===== config.mk =====
export PLATFORM = sky130hd
export DESIGN_NAME = branch_seq
export DESIGN_NICKNAME = d
export VERILOG_FILES = /design/src/rtl/branch_seq_pkg.sv /design/src/rtl/bseq_target_calc.sv /design/src/rtl/bseq_step.sv /design/src/rtl/branch_seq.sv
export SDC_FILE = /design/constraint.sdc
export NUM_CORES = 1
export LEC_CHECK = 0
export ABC_CLOCK_PERIOD_IN_PS = 2050
export BUFFER_PORTS_ARGS = -buffer_cell sky130_fd_sc_hd__buf_2
export CAP_MARGIN = 20
export CORE_UTILIZATION = 53
export CTS_CLUSTER_SIZE = 25
export DETAILED_ROUTE_END_ITERATION = 7
export PLACE_DENSITY = 0.78
export SLEW_MARGIN = 15
export SYNTH_ARGS = -nofsm -noshare
export SYNTH_HDL_FRONTEND = slang
export SYNTH_HIERARCHICAL = 1
export SYNTH_SLANG_ARGS = --single-unit

===== constraint.sdc =====
create_clock -name clk -period 2.05 [get_ports clk]
set_input_delay 0.205 -clock clk [delete_from_list [all_inputs] [get_ports clk]]
set_output_delay 0.205 -clock clk [all_outputs]
set_load 0.02 [all_outputs]

===== src/rtl/branch_seq_pkg.sv =====
package branch_seq_pkg;

    typedef enum logic [1:0] {
        ST_IDLE = 2'd0,
        ST_TGT  = 2'd1,
        ST_SAVE = 2'd2,
        ST_FIX  = 2'd3
    } bseq_state_e;

endpackage


===== src/rtl/bseq_target_calc.sv =====
module bseq_target_calc #(
    parameter int XLEN  = 32,
    parameter int OFF_W = 24,
    parameter int SHIFT = 2
) (
    input  logic [XLEN-1:0]  base_i,
    input  logic [OFF_W-1:0] off_i,
    output logic [XLEN-1:0]  tgt_o
);
    localparam int PAD = XLEN - OFF_W - SHIFT;

    logic [XLEN-1:0] disp;

    generate
        if (SHIFT > 0) begin : g_shift
            assign disp = {{PAD{off_i[OFF_W-1]}}, off_i, {SHIFT{1'b0}}};
        end else begin : g_noshift
            assign disp = {{PAD{off_i[OFF_W-1]}}, off_i};
        end
    endgenerate

    assign tgt_o = base_i + disp;
endmodule


===== src/rtl/bseq_step.sv =====
module bseq_step #(
    parameter int XLEN = 32,
    parameter int STEP = 4,
    parameter bit DOWN = 1'b0
) (
    input  logic [XLEN-1:0] val_i,
    output logic [XLEN-1:0] val_o
);
    localparam logic [XLEN-1:0] STEP_V = XLEN'(STEP);

    generate
        if (DOWN) begin : g_dec
            assign val_o = val_i - STEP_V;
        end else begin : g_inc
            assign val_o = val_i + STEP_V;
        end
    endgenerate
endmodule


===== src/rtl/branch_seq.sv =====
module branch_seq
    import branch_seq_pkg::*;
#(
    parameter int XLEN  = 32,
    parameter int OFF_W = 24,
    parameter int SHIFT = 2,
    parameter int WORD  = 4
) (
    input  logic             clk,
    input  logic             rst_n,
    input  logic             start_i,
    input  logic             link_i,
    input  logic [OFF_W-1:0] offset_i,
    input  logic [XLEN-1:0]  pc_i,
    output logic [XLEN-1:0]  addr_o,
    output logic             fetch_o,
    output logic             lr_we_o,
    output logic [XLEN-1:0]  lr_data_o,
    output logic             busy_o,
    output logic             flush_o,
    output logic             done_o
);
    localparam logic [XLEN-1:0] WORD_V = XLEN'(WORD);

    typedef struct packed {
        bseq_state_e     state;
        logic [XLEN-1:0] addr;
        logic [XLEN-1:0] pc;
        logic [XLEN-1:0] lr;
        logic            link;
        logic            lr_we;
        logic            done;
    } seq_regs_t;

    seq_regs_t r_q, r_d;

    logic [XLEN-1:0] target_w;
    logic [XLEN-1:0] addr_next_w;
    logic [XLEN-1:0] lr_fixed_w;

    bseq_target_calc #(
        .XLEN (XLEN),
        .OFF_W(OFF_W),
        .SHIFT(SHIFT)
    ) u_tgt (
        .base_i(pc_i),
        .off_i (offset_i),
        .tgt_o (target_w)
    );

    bseq_step #(
        .XLEN(XLEN),
        .STEP(WORD),
        .DOWN(1'b0)
    ) u_addr_inc (
        .val_i(r_q.addr),
        .val_o(addr_next_w)
    );

    bseq_step #(
        .XLEN(XLEN),
        .STEP(WORD),
        .DOWN(1'b1)
    ) u_lr_fix (
        .val_i(r_q.lr),
        .val_o(lr_fixed_w)
    );

    always_comb begin
        r_d       = r_q;
        r_d.lr_we = 1'b0;
        r_d.done  = 1'b0;
        unique case (r_q.state)
            ST_IDLE: begin
                if (start_i) begin
                    r_d.state = ST_TGT;
                    r_d.addr  = target_w;
                    r_d.pc    = pc_i;
                    r_d.link  = link_i;
                end
            end
            ST_TGT: begin
                r_d.state = ST_SAVE;
                r_d.addr  = addr_next_w;
                if (r_q.link) begin
                    r_d.lr_we = 1'b1;
                    r_d.lr    = r_q.pc;
                end
            end
            ST_SAVE: begin
                r_d.state = ST_FIX;
                r_d.addr  = addr_next_w;
                r_d.done  = 1'b1;
                if (r_q.link) begin
                    r_d.lr_we = 1'b1;
                    r_d.lr    = lr_fixed_w;
                end
            end
            ST_FIX: begin
                r_d.state = ST_IDLE;
            end
            default: r_d.state = ST_IDLE;
        endcase
    end

    always_ff @(posedge clk or negedge rst_n) begin
        if (!rst_n) begin
            r_q <= '{state: ST_IDLE, addr: '0, pc: '0, lr: '0,
                     link: 1'b0, lr_we: 1'b0, done: 1'b0};
        end else begin
            r_q <= r_d;
        end
    end

    assign busy_o    = (r_q.state != ST_IDLE);
    assign flush_o   = busy_o;
    assign fetch_o   = busy_o;
    assign addr_o    = r_q.addr;
    assign lr_we_o   = r_q.lr_we;
    assign lr_data_o = r_q.lr;
    assign done_o    = r_q.done;


    done_in_third_chk: assert property (@(posedge clk) disable iff (!rst_n)
        $rose(busy_o) |-> ##2 done_o);


    done_ends_chk: assert property (@(posedge clk) disable iff (!rst_n)
        done_o |=> !busy_o);


    addr_word_step_chk: assert property (@(posedge clk) disable iff (!rst_n)
        (busy_o && $past(busy_o)) |-> (addr_o == $past(addr_o) + WORD_V));


    link_fix_chk: assert property (@(posedge clk) disable iff (!rst_n)
        (lr_we_o && $past(lr_we_o)) |-> (lr_data_o == $past(lr_data_o) - WORD_V));


    lr_we_busy_chk: assert property (@(posedge clk) disable iff (!rst_n)
        lr_we_o |-> (busy_o && !$rose(busy_o)));


    idle_addr_hold_chk: assert property (@(posedge clk) disable iff (!rst_n)
        (!busy_o && $past(!busy_o) && !$rose(busy_o)) |-> $stable(addr_o));


    no_restart_chk: assert property (@(posedge clk) disable iff (!rst_n)
        (busy_o && !done_o) |=> busy_o);
endmodule


== Word level (Yosys, flattened, before mapping) ==
Index checks and enable logic that the tools add are counted.
Operators by class
  $add $sub $neg: 3
  $mul: 0
  div/mod/pow operators: 0
  $lt $le $gt $ge: 0
  eq/ne operators: 6
  shifts and indexed selects: 0
  muxes and demuxes: 9
  bitwise logic cells: 0
  reductions and logical operators: 8
Operators by type and width (count)
  $pmux 32 s2: 2
  $mux 66: 1
  $mux 32: 2
  $add 32x3->32 const B: 1
  $add 32x32->32: 1
  $sub 32x3->32 const B: 1
  $pmux 2 s4: 1
  $ne 2x2->1 const B: 3
  $reduce_bool 2->1: 3
  $eq 2x2->1 const B: 2
  $reduce_and 2->1: 2
  $mux 1: 3
  $reduce_and 3->1: 1
  $eq 2x1->1 const B: 1
  $logic_not 2->1: 1
  $reduce_or 2->1: 1
Word-level totals
  register bits after elaboration: 101
  bits in latches: 0
  bits in writable memories: 0
  ROM bits: 0
  input bits: 60
  output and inout bits: 69
  word-level logic and storage cells: 33
  memories: 0

== Longest topological paths before layout ==
Gate-level depths: netlist of run 1.
  depth after elaboration: 4
  mapped depth: 12
  gate-level depth less buffers: 12

== Cells and area by module ==
The synthesis of run 1 kept the hierarchy.
Modules (own cells, without submodules)
  branch_seq: times used 1, cells each 486, area an instance 5830.6 um2, sequential area each 2527.4 um2
  bseq_target_calc: times used 1, cells each 225, area an instance 1615.3 um2, sequential area each 0.0 um2
  bseq_step (u_lr_fix): times used 1, cells each 84, area an instance 623.1 um2, sequential area each 0.0 um2
  bseq_step (u_addr_inc): times used 1, cells each 83, area an instance 580.6 um2, sequential area each 0.0 um2

== Worst setup path after synthesis of run 1 ==
Ideal clock, no wire load.
  path kind: input port to flip-flop
  start: input pc_i[2]
  end: register r_q, in the netlist addr_o[20]
  library setup time: 0.144 ns
  arrival: 2.308 ns
  data required time: 1.906 ns
  path slack: -0.402 ns
  cell stages on the path: 12
  buffers on the path: 0
  cell sequence: ha_1 > inv_1 > fa_1 > nand2b_1 > a211o_1 > a211o_1 > a211o_1 > nand2_1 > a31oi_1 > xnor2_1 > o22ai_1 > a21oi_2
On the way
  word-level cells in the longest chain between the ends: 3
RTL lines
  start: declaration: RTL line branch_seq.sv:14  | input logic [XLEN-1:0] pc_i,
  $add 32x32->32: RTL line bseq_target_calc.sv:22  | assign tgt_o = base_i + disp;
  via target_w[20]: RTL line branch_seq.sv:37  | logic [XLEN-1:0] target_w;
  $mux 66: RTL line branch_seq.sv:75  | if (start_i) begin
  $pmux 32 s2: RTL line branch_seq.sv:73  | unique case (r_q.state)
  end signal: assignment: RTL line branch_seq.sv:108  | r_q <= '{state: ST_IDLE, addr: '0, pc: '0, lr: '0,
  end signal: assignment: RTL line branch_seq.sv:111  | r_q <= r_d;
  end: declaration: RTL line branch_seq.sv:35  | seq_regs_t r_q, r_d;
The timed path passes the listed nets, and every way through them passes these cells. The select of a mux whose other input is x is not followed.
A chain may end at the register's enable or synchronous reset.

== Worst setup path in the final report of run 1 ==
  start: input offset_i[0]
  end: register r_q, in the netlist addr_o[24]
On the way
  word-level cells in the longest chain between the ends: 3
RTL lines
  start: declaration: RTL line branch_seq.sv:13  | input logic [OFF_W-1:0] offset_i,
  $add 32x32->32: RTL line bseq_target_calc.sv:22
  via target_w[24]: RTL line branch_seq.sv:37
  $mux 66: RTL line branch_seq.sv:75
  $pmux 32 s2: RTL line branch_seq.sv:73
The timed path passes the listed nets, and every way through them passes these cells. The select of a mux whose other input is x is not followed.

==> results of run 1 <==
[repair_timing]
| action | in CTS | in global routing |
|---|---|---|
| hold buffers | 1 | 0 |
| setup buffers | 1 | 15 |
| resized for setup | 9 | 74 |
| endpoints found under the setup margin | 22 | 33 |
| pin swaps | 17 | 26 |
| hold endpoints to repair | 43 | 0 |
[synthesized netlist by cell type (all sizes together) (6+ instances only)]
| cell type | count | area [um2] |
|---|---|---|
| o22ai | 130 | 988 |
| buf | 110 | 843 |
| dfrtp | 101 | 2530 |
| a21oi | 94 | 587 |
| mux2 | 65 | 950 |
| xnor2 | 46 | 403 |
| nand2 | 41 | 169 |
| xor2 | 37 | 324 |
| ha | 35 | 438 |
| nor2 | 28 | 105 |
| inv | 20 | 75.1 |
| o21ai | 18 | 90.1 |
| nand3 | 17 | 90.1 |
| nand4 | 17 | 125 |
| nor3 | 16 | 85.1 |
| a21o | 13 | 97.6 |
| clkbuf | 12 | 45.0 |
| nor4 | 12 | 148 |
| nand2b | 6 | 52.6 |
| or2 | 6 | 37.5 |
[stage by stage]
step | total power, mW | area, um2 | setup slack [ps]
floorplan | 13.8 | 8670 | -392
global placement | 15.5 | 9890 | -614
detailed placement | 15.7 | 9890 | -697
CTS | 17.6 | 10200 | -159
global route | 19.3 | 10700 | -246
finish | 18.2 | 10700 | -155
[final cells by class]
class                           instances  area share [%]
Timing Repair Buffer                  297            18.8
Tap cell                              216            2.52
Multi-Input combinational cell        635            51.8
Clock inverter                          6           0.513
Inverter                               20           0.699
Sequential cell                       101            23.5
Clock buffer                           10            2.13
[report_power, final]
group	switching (mW)	internal, mW	leakage, nW	total [mW]
sequential	1.06	3.09	1.19	4.15
combinational	6.44	5.91	3.58	12.3
clock	0.863	0.849	0.133	1.71
total	8.36	9.85	4.90	18.2
[worst max-delay path, cell delays in order]
cell and delay (ps):
buf_6 80, ha_4 130, inv_2 40, fa_2 330, nand2b_4 160, a211o_1 310, a211o_1 300, a211o_1 320
o31ai_2 220, xor2_1 170, o22ai_1 100, a21oi_2 140
[registers in the layout (all words and copies together), names as in the netlist]
| name | cells |
|---|---|
| lr_we_o | 1 |
| done_o | 1 |
| lr_data_o | 32 |
| r_q | 35 |
| addr_o | 32 |
[layer usage]
metal,track usage [%],vias up
li1,-,3573
met1,36.6,3761
met2,46.1,307
met3,4.80,44
met4,8.69,0
met5,0,-
[cell families (layout without fill, tap and decap cells)]
| kind of cell | count (synthesis) | count (layout) | share of synthesized area (%) |
|---|---|---|---|
| compound gates | 281 | 281 | 23.1 |
| xor+xnor | 83 | 83 | 8.40 |
| fa+ha+maj | 36 | 36 | 5.29 |
| buf+inv | 142 | 333 | 11.1 |
| flops | 101 | 101 | 29.2 |
| mux | 65 | 65 | 11.0 |
| simple gates | 170 | 170 | 11.8 |
[how the worst min path moves through the flow]
| stage | startpoint | endpoint | slack (ps) |
|---|---|---|---|
| after floorplan | rst_n | addr_o[0]$_DFFE_PN0P_ | -90 |
| after global placement | rst_n | lr_data_o[4]$_DFFE_PN0P_ | 250 |
| after detailed placement | rst_n | lr_data_o[5]$_DFFE_PN0P_ | 250 |
| after CTS | pc_i[28] | r_q[63]$_DFFE_PN0P_ | 100 |
| after global routing | pc_i[3] | r_q[38]$_DFFE_PN0P_ | 90 |
| final | pc_i[3] | r_q[38]$_DFFE_PN0P_ | 100 |
==> results_dict.tcl, run 1 <==
set metrics [dict create \
    row_count 46 \
    cts.sinks 101 \
    grt_pass1_wl_mm 36.5 \
    cap_violations 0 \
    antenna_cells 0 \
    drtPass1Iterations 5 \
    ys_ff_latch 101 \
    failed_checks "setup timing" \
    drive_gt1_share_pct 48.0 \
    r2r_cells 8 \
    p_per_area_nw_per_um2 1690 \
    overflow 0 \
    highest_layer "met4" \
    place.gp.congestion 0.897 \
    numPortBuffers 128 \
    holdPathStages 2 \
    cts-buffers-inserted 9 \
    post_drt_wl_per_cell_um 18.9 \
    yosysSeqAreaShare_pct 29.2 \
    post-route-util_pct 67.6 \
    synth_flop_cell "dfrtp_1" \
    core_um2 15900 \
    antenna_found_initial 0 \
    clock_skew_ps 8.05 \
    drtIter0Drc 607 \
    yosysWarnings 6 \
    synth.distinct_cells 69 \
    initial_core_util_pct 54.5 \
    maxSlewViolCount 0 \
    worst_slack_ps -155 \
    seq_area_um2 2530 \
    fp.dieH_um 130 \
    via_per_inst 5.98 \
    grt_max_degree 47 \
    vias 7685 \
    setup_viol 7 \
    synth_area_um2 8650 \
    drt-total-wl_mm 24.3 \
    clock_latency_ps 360 \
    cp_max_fo 4 \
    nFillCells 1203 \
    grt_pass1_vias 7140 \
    async_reset_ff_share_pct 100 \
    wl_met3_mm 1.26 \
    synth_edf_count 0 \
    post-route-min-period_ps 2210 \
    areaGrowthSynthToFinish_pct 24.2 \
    syn_area_per_cell_um2 9.85 \
    cts.clk_slew.worst_paths_ps 70 \
    ant_nets 0 \
    dpl.cell_count 1254 \
    syn_inst 878 \
    slew_headroom_pct 51.4 \
    final_cell_mix "buf_4, buf_2, o22ai_1" \
    reg2reg_from "lr_data_o[22]$_DFFE_PN0P_" \
    hold_class "input pin to flop" \
    power.leakage_nw 4.90 \
    layout_commonest_cell "buf_4" \
    grt_usage_pct 27.7 \
    multi_input_area_um2 5560 \
    wl_met1_mm 10.7 \
    hpwlAfterDp_mm 16.5 \
    finalNetCount 1160 \
    clock.fmax_ghz 0.453 \
    max_slew.worst_pin.slew_ps 726 \
    rrSetupSlack_ps 30 \
    io_pins 129 \
    crit_required_ps 2350 \
    outcome "complete, but fails checks" \
    vdd_drop_max_mv 0.962 \
    wl_met2_mm 11.7 \
    endpoint "addr_o[24]$_DFFE_PN0P_" \
    crit_path_end_kind "flop" \
    holdWs_ps 97.7 \
    grt_setup_unrepaired "yes" \
    die_w_um 130 \
    clock-root-buffer "clkbuf_16" \
    post-route-period-util_pct 108 \
    h-tree-depth 3 \
    die-area_um2 16800 \
    worstPathArrival_ps 2500 \
    hold_viol 0 \
    reg2reg_to "lr_data_o[27]$_DFFE_PN0P_" \
    fin_cells 1285 \
    ctsLongestPathBuffers 2 \
    startpoint "offset_i[0]" \
    drc 0 \
    tritoncts "done" \
    start_kind "input pin" \
    synth_fp_nets 974 \
    critPathKind "input pin to flop" \
    setup-tns-final_ps -617 \
]
Power figures use the tool's default switching activity.
==> inputs of run 2 (changes only) <==
CORE_MARGIN = 1.5   (was default)
HOLD_SLACK_MARGIN = 0.1   (was default)
==> run 2 against run 1 <==
  * The flow still finishes with violations (setup timing)
  * Global-route usage down 0.050 points
  * Maximum frequency up 1.4%
  * Register-to-register slack got worse by 30 ps
  * Setup slack gained 31 ps
  * Clock power grew 7%
  * Design area decreased by 1.3%
  * Non-clock buffer count shrank 7
  * Final cell count is 0.54% lower
  * Flip-flop and latch count is the same
  * Sequential share of layout area rose by 0.31 points
==> results_dict.tcl, run 2 (synthesized netlist as in run 1, its figures left out) <==
set metrics [dict create \
    grt_pass1_vias 7308 \
    worst_slack_ps -125 \
    areaGrowthSynthToFinish_pct 22.6 \
    hold_class "input pin to flop" \
    crit_path_end_kind "flop" \
    grt_setup_unrepaired "yes" \
    cp_slowest_cell "fa_2" \
    post-route-min-period_ps 2170 \
    grt_max_degree 45 \
    cp_max_fo 4 \
    h-tree-depth 3 \
    slew_headroom_pct 54.0 \
    cts-buffers-inserted 9 \
    endpoint "addr_o[24]$_DFFE_PN0P_" \
    p_seq_share_pct 23.2 \
    cts.sinks 101 \
    path_buf_inv 2 \
    clock-root-buffer "clkbuf_16" \
    crit_cells 12 \
    top_register "r_q" \
    row_count 46 \
    max_slew.worst_pin.slew_ps 690 \
    fp.dieH_um 131 \
    cp_slowest_stage_delay_ps 330 \
    grt_usage_pct 27.6 \
    die_w_um 131 \
    p_switching_mw 8.34 \
    numPortBuffers 128 \
    io_pins 129 \
    maxSlewViolCount 0 \
    tritoncts "done" \
    worstPathArrival_ps 2470 \
    start_kind "input pin" \
    vdd_drop_max_mv 1.18 \
    layout_commonest_cell "buf_4" \
    cpMostUsedCell "a211o_1" \
    drtIter0Drc 558 \
    overflow 0 \
    setup_viol 6 \
    die-area_um2 17100 \
    dpl.cell_count 1251 \
    vias 7657 \
    total_power_mw 18.3 \
    initial_core_util_pct 54.5 \
    critPathKind "input pin to flop" \
    core_um2 15900 \
    ant_nets 0 \
    cap_violations 0 \
    hpwlAfterDp_mm 16.9 \
    p_per_area_nw_per_um2 1720 \
    clock.fmax_ghz 0.460 \
    crit_required_ps 2340 \
    ctsLongestPathBuffers 2 \
    place.gp.congestion 0.895 \
    antenna_found_initial 0 \
    swShare_pct 45.6 \
    intPower_mw 9.95 \
    reg2reg_from "lr_data_o[9]$_DFFE_PN0P_" \
    r2r_cells 8 \
    largest_reg_flops 35 \
    cp_top_family "compound AO/OA/AOI/OAI gates" \
    finalNetCount 1153 \
    clock_power_share_pct 10.0 \
    post-route-period-util_pct 106 \
    reg2reg_to "lr_data_o[24]$_DFFE_PN0P_" \
    power.leakage_nw 4.85 \
    clock_skew_ps 6.94 \
    antenna_cells 0 \
    combPwrFrac_pct 66.8 \
    startpoint "offset_i[0]" \
    post_drt_wl_per_cell_um 19.1 \
    final_cell_mix "buf_4, buf_2, o22ai_1" \
    via_per_inst 5.99 \
    cp_cell_sequence "buf_6 > ha_4 > inv_2 > fa_2 > nand2b_4 > a211o_1 > a211o_1 > a211o_1 > o31ai_2 > xor2_1 > o22ai_1 > a21oi_2" \
    drive_gt1_share_pct 46.5 \
    drt-total-wl_mm 24.4 \
    outcome "complete, but fails checks" \
    drc 0 \
    cts.clk_slew.worst_paths_ps 70 \
    fin_cells 1278 \
    rrSetupSlack_ps 0 \
    hold_viol 0 \
    failed_checks "setup timing" \
    grt_pass1_wl_mm 36.9 \
    drtPass1Iterations 5 \
    clock_latency_ps 360 \
]
run 2: changes by cell type in the layout (fill, tap and decap cells not counted), moves of 3 or more:
cell / delta
buf_2: +4
buf_4: -7
buf_6: -4
buf_8: -3
ha_1: +3
ha_4: -3
nor3_1: +3
nor3_2: -5
run 2: cell type report:
| type | count | area [um2] |
|---|---|---|
| Inverter | 20 | 75.1 |
| Clock inverter | 5 | 66.3 |
| Multi-Input combinational cell | 635 | 5470 |
| Clock buffer | 11 | 243 |
| Tap cell | 216 | 270 |
| Sequential cell | 101 | 2530 |
| Fill cell | 1245 | 5290 |
| Timing Repair Buffer | 290 | 1950 |
run 2: power groups by stage:
stage	Combinational [mW]	Clock, mW	Sequential (mW)
2_1_floorplan	9.61	0	4.20
3_3_place_gp	11.4	0	4.11
3_5_place_dp	11.8	0	4.16
4_1_cts	11.9	1.86	4.15
5_1_grt	13.0	1.92	4.36
6_report	12.2	1.83	4.24
run 2: worst reg2reg max path: stages, from the launching register on:
cell,delay (ps)
dfrtp_1,420
nor4_4,410
buf_4,200
nand4_4,110
buf_12,180
nor3_1,240
xor2_1,190
o22ai_1,90
a21oi_1,130
run 2: layer usage:
layer / GRT usage, % / part of all wire (%) / up-vias
met2: 46.8 / 50 / 314
met5: 0 / 0 / -
met1: 36.4 / 42 / 3746
met4: 8.66 / 2.0 / 0
met3: 4.28 / 5.8 / 39
li1: - / - / 3558
run 2: repair_timing:
item | in CTS | in global routing
endpoints found under the hold margin | 24 | 0
setup buffers | 2 | 9
pin swaps | 18 | 20
gates resized for setup | 9 | 51
hold buffers | 2 | 0
setup endpoints to repair | 17 | 35
run 2: through the flow:
step,setup TNS (ps),hold WS [ps],utilization (%),instance area (um2),setup slack [ps]
final,-424,109,66.7,10600,-125
after global routing,-1670,111,66.7,10600,-240
after CTS,-562,106,64.7,10300,-129
after detailed placement,-7810,141,62.2,9880,-652
after global placement,-6850,139,62.2,9880,-611
after floorplan,-1680,-90.6,-,8670,-392
run 2: worst min path at each step:
stage,slack (ps),start,to,cells after the start
floorplan,-90,rst_n,addr_o[0]$_DFFE_PN0P_,0
global placement,140,rst_n,lr_data_o[13]$_DFFE_PN0P_,1
detailed placement,140,rst_n,lr_data_o[13]$_DFFE_PN0P_,1
CTS,110,pc_i[29],r_q[64]$_DFFE_PN0P_,2
global route,110,pc_i[15],r_q[50]$_DFFE_PN0P_,2
finish,110,pc_i[29],r_q[64]$_DFFE_PN0P_,2
